File: src/rtl/dual_slot_issue_pkg.sv
package dual_slot_issue_pkg;

    localparam int REG_W    = 5;
    localparam int FIELD_W  = 21;   // bits 31:11 of a word: opcode, rs, rt, rd

    typedef struct packed {
        logic [REG_W-1:0] src_a;   // 0 when the field is not read
        logic [REG_W-1:0] src_b;
        logic [REG_W-1:0] dst;     // 0 when nothing is written
        logic             is_load;
    } reg_use_t;

    typedef enum logic {
        ST_FLOW  = 1'b0,
        ST_DEFER = 1'b1
    } issue_state_e;

endpackage

File: src/rtl/dual_slot_issue_decode.sv
module dual_slot_issue_decode
    import dual_slot_issue_pkg::*;
(
    input  logic [FIELD_W-1:0] fields,   // instruction bits 31:11
    output reg_use_t           use_o
);

    logic [5:0]       opcode;
    logic [REG_W-1:0] f_rs;
    logic [REG_W-1:0] f_rt;
    logic [REG_W-1:0] f_rd;

    assign opcode = fields[20:15];
    assign f_rs   = fields[14:10];
    assign f_rt   = fields[9:5];
    assign f_rd   = fields[4:0];

    always_comb begin
        use_o = '0;
        casez (opcode)
            6'b000000: begin
                use_o.src_a = f_rs;
                use_o.src_b = f_rt;
                use_o.dst   = f_rd;
            end
            6'b00010?: begin
                use_o.src_a = f_rs;
                use_o.src_b = f_rt;
            end
            6'b00011?: begin
                use_o.src_a = f_rs;
            end
            6'b001???: begin
                use_o.src_a = f_rs;
                use_o.dst   = f_rt;
            end
            6'b100???: begin
                use_o.src_a   = f_rs;
                use_o.dst     = f_rt;
                use_o.is_load = 1'b1;
            end
            6'b101???: begin
                use_o.src_a = f_rs;
                use_o.src_b = f_rt;
            end
            default: use_o = '0;
        endcase
    end

endmodule

File: src/rtl/dual_slot_issue_hazard.sv
module dual_slot_issue_hazard
    import dual_slot_issue_pkg::*;
(
    input  logic [REG_W-1:0] s0_src_a,
    input  logic [REG_W-1:0] s0_src_b,
    input  logic [REG_W-1:0] s0_dst,
    input  logic             s0_is_load,
    input  logic [REG_W-1:0] s1_src_a,
    input  logic [REG_W-1:0] s1_src_b,
    input  logic             ld_vld,
    input  logic [REG_W-1:0] ld_reg,
    output logic             load_use,
    output logic             intra
);

    function automatic logic reads_reg(input logic [REG_W-1:0] src,
                                       input logic [REG_W-1:0] tgt);
        return (tgt != '0) && (src == tgt);
    endfunction

    always_comb begin
        load_use = ld_vld && (reads_reg(s0_src_a, ld_reg) || reads_reg(s0_src_b, ld_reg) ||
                              reads_reg(s1_src_a, ld_reg) || reads_reg(s1_src_b, ld_reg));
        intra    = !s0_is_load && (reads_reg(s1_src_a, s0_dst) || reads_reg(s1_src_b, s0_dst));
    end

endmodule

File: src/rtl/dual_slot_issue_fsm.sv
module dual_slot_issue_fsm
    import dual_slot_issue_pkg::*;
#(
    parameter int INSTR_W = 32
) (
    input  logic               clk,
    input  logic               rst_n,
    input  logic               flush,
    input  logic               pkt_valid,
    input  logic [INSTR_W-1:0] slot0_word,
    input  logic [INSTR_W-1:0] slot1_word,
    input  logic               load_use,
    input  logic               intra,
    input  logic [REG_W-1:0]   s1_dst,
    input  logic               s1_is_load,
    output issue_state_e       state,
    output logic [INSTR_W-1:0] held_word,
    output logic               ld_vld,
    output logic [REG_W-1:0]   ld_reg,
    output logic               issue0_valid,
    output logic [INSTR_W-1:0] issue0_instr,
    output logic               issue1_valid,
    output logic [INSTR_W-1:0] issue1_instr,
    output logic               fetch_stall,
    output logic               bubble
);

    issue_state_e state_n;
    logic         take_split;

    assign take_split = !flush && (state == ST_FLOW) && pkt_valid && !load_use && intra;

    // next-state logic
    always_comb begin
        state_n = state;
        if (flush) begin
            state_n = ST_FLOW;
        end else begin
            unique case (state)
                ST_FLOW:  state_n = take_split ? ST_DEFER : ST_FLOW;
                ST_DEFER: state_n = ST_FLOW;
            endcase
        end
    end

    // state register
    always_ff @(posedge clk or negedge rst_n) begin
        if (!rst_n) state <= ST_FLOW;
        else        state <= state_n;
    end

    // outputs
    always_comb begin
        issue0_valid = 1'b0;
        issue0_instr = '0;
        issue1_valid = 1'b0;
        issue1_instr = '0;
        fetch_stall  = 1'b0;
        bubble       = 1'b0;
        if (!flush) begin
            unique case (state)
                ST_FLOW: begin
                    if (pkt_valid) begin
                        if (load_use) begin
                            fetch_stall = 1'b1;
                            bubble      = 1'b1;
                        end else if (intra) begin
                            issue0_valid = 1'b1;
                            issue0_instr = slot0_word;
                        end else begin
                            issue0_valid = 1'b1;
                            issue0_instr = slot0_word;
                            issue1_valid = 1'b1;
                            issue1_instr = slot1_word;
                        end
                    end
                end
                ST_DEFER: begin
                    issue1_valid = 1'b1;
                    issue1_instr = held_word;
                    fetch_stall  = 1'b1;
                end
            endcase
        end
    end

    // held copy and load record
    always_ff @(posedge clk or negedge rst_n) begin
        if (!rst_n) begin
            held_word <= '0;
            ld_vld    <= 1'b0;
            ld_reg    <= '0;
        end else begin
            if (flush)           held_word <= '0;
            else if (take_split) held_word <= slot1_word;
            ld_vld <= !flush && issue1_valid && s1_is_load && (s1_dst != '0);
            ld_reg <= s1_dst;
        end
    end

endmodule

File: src/rtl/dual_slot_issue.sv
module dual_slot_issue
    import dual_slot_issue_pkg::*;
#(
    parameter int INSTR_W = 32
) (
    input  logic                 clk,
    input  logic                 rst_n,
    input  logic                 flush,
    input  logic                 pkt_valid,
    input  logic [2*INSTR_W-1:0] pkt,
    output logic                 issue0_valid,
    output logic [INSTR_W-1:0]   issue0_instr,
    output logic                 issue1_valid,
    output logic [INSTR_W-1:0]   issue1_instr,
    output logic                 fetch_stall,
    output logic                 bubble
);

    localparam int SLOTS    = 2;
    localparam int FIELD_LO = INSTR_W - FIELD_W;

    issue_state_e               state;
    logic [INSTR_W-1:0]         held_word;
    logic                       ld_vld;
    logic [REG_W-1:0]           ld_reg;
    logic                       load_use;
    logic                       intra;
    logic [SLOTS-1:0][INSTR_W-1:0] slot_word;
    reg_use_t                   slot_use [SLOTS];

    assign slot_word[0] = pkt[INSTR_W-1:0];
    assign slot_word[1] = (state == ST_DEFER) ? held_word : pkt[2*INSTR_W-1:INSTR_W];

    for (genvar g = 0; g < SLOTS; g++) begin : g_dec
        dual_slot_issue_decode u_dec (
            .fields (slot_word[g][INSTR_W-1:FIELD_LO]),
            .use_o  (slot_use[g])
        );
    end

    dual_slot_issue_hazard u_haz (
        .s0_src_a   (slot_use[0].src_a),
        .s0_src_b   (slot_use[0].src_b),
        .s0_dst     (slot_use[0].dst),
        .s0_is_load (slot_use[0].is_load),
        .s1_src_a   (slot_use[1].src_a),
        .s1_src_b   (slot_use[1].src_b),
        .ld_vld     (ld_vld),
        .ld_reg     (ld_reg),
        .load_use   (load_use),
        .intra      (intra)
    );

    dual_slot_issue_fsm #(.INSTR_W(INSTR_W)) u_fsm (
        .clk          (clk),
        .rst_n        (rst_n),
        .flush        (flush),
        .pkt_valid    (pkt_valid),
        .slot0_word   (slot_word[0]),
        .slot1_word   (slot_word[1]),
        .load_use     (load_use),
        .intra        (intra),
        .s1_dst       (slot_use[1].dst),
        .s1_is_load   (slot_use[1].is_load),
        .state        (state),
        .held_word    (held_word),
        .ld_vld       (ld_vld),
        .ld_reg       (ld_reg),
        .issue0_valid (issue0_valid),
        .issue0_instr (issue0_instr),
        .issue1_valid (issue1_valid),
        .issue1_instr (issue1_instr),
        .fetch_stall  (fetch_stall),
        .bubble       (bubble)
    );

endmodule

File: config.mk
export PLATFORM = sky130hd
export DESIGN_NAME = dual_slot_issue
export DESIGN_NICKNAME = d
export VERILOG_FILES = /design/src/rtl/dual_slot_issue_pkg.sv /design/src/rtl/dual_slot_issue_decode.sv /design/src/rtl/dual_slot_issue_hazard.sv /design/src/rtl/dual_slot_issue_fsm.sv /design/src/rtl/dual_slot_issue.sv
export SDC_FILE = /design/constraint.sdc
export NUM_CORES = 1
export LEC_CHECK = 0
export ABC_CLOCK_PERIOD_IN_PS = 9200
export CORE_MARGIN = 2
export CORE_UTILIZATION = 50
export DETAILED_ROUTE_END_ITERATION = 7
export GPL_TIMING_DRIVEN = 0
export MAX_ROUTING_LAYER = met4
export PLACE_DENSITY = 0.86
export SYNTH_ARGS = -nofsm -noshare
export SYNTH_HDL_FRONTEND = slang
export SYNTH_HIERARCHICAL = 1
export SYNTH_SLANG_ARGS = --single-unit
File: constraint.sdc
create_clock -name clk -period 9.2 [get_ports clk]
set_clock_uncertainty 0.05 [all_clocks]
set_input_delay 1.38 -clock clk [delete_from_list [all_inputs] [get_ports clk]]
set_output_delay 1.38 -clock clk [all_outputs]
set_load 0.02 [all_outputs]
* Word level (Yosys, flattened, before mapping)
Index checks and enable logic that the tools add are counted.
Word-level totals: register bits after elaboration 39, word-level logic and storage cells 93
Cells by class: eq/ne operators 16, multiplexer cells 38, bitwise logic cells 1, reduce and logical (&&, ||, !) cells 34
Operators by type and width (number):
- $mux W32 | 11
- $pmux W32 S2 | 1
- $eq A5 B5 Y1 | 6
- $eq A5 B2 Y1 const B | 4
- $mux W5 | 4
- $pmux W5 S2 | 2
- $mux W1 | 17
- $logic_and A1 B1 Y1 | 15
- $reduce_bool A5 Y1 | 3
- $eq A3 B3 Y1 const B | 4
- $logic_not A6 Y1 | 2
- $reduce_or A6 Y1 | 2
- $eq A3 B1 Y1 const B | 2
- $pmux W1 S2 | 3
- $reduce_or A3 Y1 | 2
- $logic_or A1 B1 Y1 | 4
- $reduce_or A2 Y1 | 2
- $logic_not A1 Y1 | 3
- $reduce_bool A2 Y1 | 1
- $not A1 Y1 | 1

* Depth between registers and ports, before layout
depth in word-level cells 16, mapped depth 17, mapped depth without buffers 11

* Modules after synthesis
The synthesis kept the hierarchy.
Modules (own cells, without submodules):
- dual_slot_issue_fsm | instances 1, cells each 269, area each 2598.7 um2, seq. area each 975.9 um2
- dual_slot_issue_decode | instances 2, cells each 46, area each 344.1 um2, seq. area each 0.0 um2
- dual_slot_issue | instances 1, cells each 36, area each 544.3 um2, seq. area each 0.0 um2
- dual_slot_issue_hazard | instances 1, cells each 54, area each 395.4 um2, seq. area each 0.0 um2

* Worst setup path after synthesis
OpenSTA, ideal clock, no wires.
path kind input to output, from in pkt[62], to out issue1_instr[10], arrival time 4.234 ns, required time 7.770 ns, slack 3.536 ns, stages on the path 13, path buffers 3, cells stage by stage mux2_4 > buf_2 > or4b_1 > o31ai_1 > xor2_1 > nor3_1 > nand3_1 > a221oi_1 > clkbuf_1 > nor3b_1 > o21bai_1 > buf_2 > nor2_1
RTL lines:
- from (decl) | line dual_slot_issue.sv:10 | input logic [2*INSTR_W-1:0] pkt,
- to (decl) | line dual_slot_issue.sv:14 | output logic [INSTR_W-1:0] issue1_instr,

==> results.md <==
- Status: complete, no violations
- Average routed wire per standard cell: 17.2 um
- Row count: 33
- Commonest non-fill, non-tap cell in the layout: clkdlybuf4s50_1
- Mapped Cells: 451
- Clk_lat worst skew: roughly 0.30 ns
- Initial Util: 0.514
- Reg2reg end: u_fsm/ld_vld$_DFF_PN0_
- Post-route ant nets: 0
- Die Y-Extent: 95.9 um
- Sequential fraction of the synthesis area: 0.231
- Clock Path Buffers: 2
- Mapped Avg Cell Area: 9.37 um^2
- FF-to-FF path depth: 14
- Tightest Pin Transition: between 0.9 and 1 ns
- Routability cong.: 0.869
- Crit share post-route: 0.808
- Worst hold path type: flip-flop to flip-flop
- Total GRT Usage: 0.267
- GRT overflow: 0
- Top-level port count: 136
- Synth-to-layout area growth: 37.5%
- Clock sinks: 39
- # resized after CTS: 0
- Post-synth EDFFs: 0
- Worst hold slack: between 0.5 and 0.6 ns
- Yosys cell types: 42
- Kind of cell adding the most delay to the critical path: buffers and inverters
- Crit path from: pkt[62]
- Syn_nets: 519
- Vias/cell: 5.71
- Largest register FFs: 32
- RSZ-0062 raised after global routing: no
- Reg2reg start: u_fsm/state$_DFF_PN0_
- Vias: 3985
- Crit path buf inv count: 5
- Crit path time final: 7.43 ns
- Fin Setup TNS: 0 ns
- Die area: 0.00920 mm^2
- Setup violations, final: 0
- Synth Register Bits: 39
- Layout cell share with drive strength beyond 1: 0.189
- Hold-fix buffer count after cts: 0
- Placeable Area: 0.00822 mm^2
- Asr flop ratio synth: 1.00
- Flop-to-flop setup slack: 4.95 ns
- Stages on the worst setup path: 15
- Cts bufs inserted: 5
- Vias in the first global route: 3960
- Buffers on Ports: between 100 and 150
- Root Driver: clkbuf_8
- Max-slew violations: 0
- Worst EP required: 7.77 ns
- Slowest CP cell: o21bai_1
- DR pass1 iterations: 5
- Critical path type: primary input to primary output
- Yosys warning total: 6
- Post-synthesis cell area: 0.00423 mm^2
- Worst-path cell chain: clkdlybuf4s50_1, mux2_4, buf_2, or4b_1, o31ai_1, xor2_1, nor3_1, nand3_1, a221oi_1, clkbuf_1, nor3b_1, o21bai_1, buf_2, nor2_1, clkdlybuf4s50_1
- Critical Path Max Stage Delay: 0.57 ns
- Peak VDD IR: 65.9 uV
- Clock transition at the registers of the reported paths: approximately 0.08 ns
- DRC Markers: 0
- N_diodes: 0
- Largest net degree at the start of global routing: 40
- Crit path max fanout: 10
- Initial antenna violation count: 0
- Leak pwr: 2.24 nW
- Tot Pwr: 657 uW
- PD cells: between 100 and 150 mW/mm^2
- Initial DRC Count: 184
- CP endpoint: issue1_instr[21]
- Max-Cap Viols: 0
- Worst Setup Start Kind: primary input
- Most used DFF post-synth: dfrtp_1
- Post-DP HPWL: 9260 um
- Die Wd: ~96 um
- Nets@finish: 660
- H-tree Lvls: 2
- Most frequent cells in the layout: 133 x clkdlybuf4s50_1, 39 x nor2_1, 39 x dfrtp_1, 33 x and2_1
- Post-Route WL: between 10000 and 15000 um
- First-pass GRT wire length: 18900 um
- Fmax achieved: 0.135 GHz
- WP data arrival: 6.00 ns
- Hold Fails Final Rpt: 0
- Crit end category: primary output
- Slew headroom: 0.374
- Post-CTS setup buffer count: 0
- TritonCTS clock tree: done
## cells in the mapped netlist (3+ instances only)
cell	number	area, um^2
a21oi_1	11	55.1
a32o_1	10	100
and2_1	33	206
buf_12	5	100
buf_2	17	85.1
buf_6	5	56.3
clkbuf_1	12	45.0
dfrtp_1	39	976
inv_1	32	120
mux2_4	30	450
mux2i_1	32	320
nand2_1	31	116
nand2b_1	11	68.8
nand3_1	5	25.0
nand4b_1	10	87.6
nor2_1	39	146
nor2b_1	12	75.1
nor3_1	9	45.0
nor3b_1	3	22.5
o31ai_1	10	75.1
o32ai_1	3	26.3
o32ai_2	28	455
or4b_1	4	40.0
or4b_2	6	60.1
xnor2_1	8	70.1
xor2_1	24	210
## per-layer routing
metal	wire, um	GRT usage
met1	4860	0.319
met2	6050	0.466
met3	872	0.0415
met4	191	0.0798
met5	0	-
## where the power goes
group          switching (mW)  internal, mW
registers             0.00929         0.184
clock network          0.0651        0.0879
logic                   0.161         0.151
total                   0.235         0.422
## worst min path at each step
| stage | from | end | slack [ns] | cells after the start |
|---|---|---|---|---|
| final | u_fsm/held_word[29]$_DFFE_PN0P_ | u_fsm/held_word[29]$_DFFE_PN0P_ | 0.52 | 2 |
| after floorplan | u_fsm/held_word[24]$_DFFE_PN0P_ | u_fsm/held_word[24]$_DFFE_PN0P_ | 0.47 | 2 |
| after CTS | u_fsm/held_word[29]$_DFFE_PN0P_ | u_fsm/held_word[29]$_DFFE_PN0P_ | 0.52 | 2 |
| after global placement | u_fsm/held_word[24]$_DFFE_PN0P_ | u_fsm/held_word[24]$_DFFE_PN0P_ | 0.49 | 2 |
| after global routing | u_fsm/held_word[29]$_DFFE_PN0P_ | u_fsm/held_word[29]$_DFFE_PN0P_ | 0.55 | 2 |
| after detailed placement | u_fsm/held_word[29]$_DFFE_PN0P_ | u_fsm/held_word[29]$_DFFE_PN0P_ | 0.51 | 2 |
## through the flow
| stage | setup slack [ns] | utilization | cell area [um^2] | std cells |
|---|---|---|---|---|
| after floorplan | 3.54 | - | 4230 | 451 |
| after detailed placement | 1.83 | 0.693 | 5690 | 690 |
| final | 1.77 | 0.707 | 5810 | 698 |
| after global placement | 2.02 | 0.694 | 5700 | 690 |
| after global routing | 1.36 | 0.707 | 5810 | 698 |
| after CTS | 1.78 | 0.707 | 5810 | 698 |
## worst min-delay path, delay by kind of cell, from the launching register on
family                 cells  cell delay, ns
buffers and inverters      1            0.07
flip-flops                 1            0.39
AO/OA/AOI/OAI              1            0.08
## cell type report
type / instances / area (um^2)
fillers: 654 / 2400
plain buffers: 42 / 320
flip-flops and latches: 39 / 976
repair buffers: 134 / 1340
inverters: 33 / 124
clock inverters: 2 / 35.0
multi-input cells: 337 / 2810
clock buffers: 6 / 82.6
well taps: 105 / 131
## cell families after synthesis
group | synth area share
multiplexers | 0.188
AND/OR/NAND/NOR | 0.231
buffers and inverters | 0.105
flip-flops | 0.231
XOR/XNOR | 0.0663
AO/OA/AOI/OAI | 0.179
No activity file was read; power rests on OpenSTA's default activity.
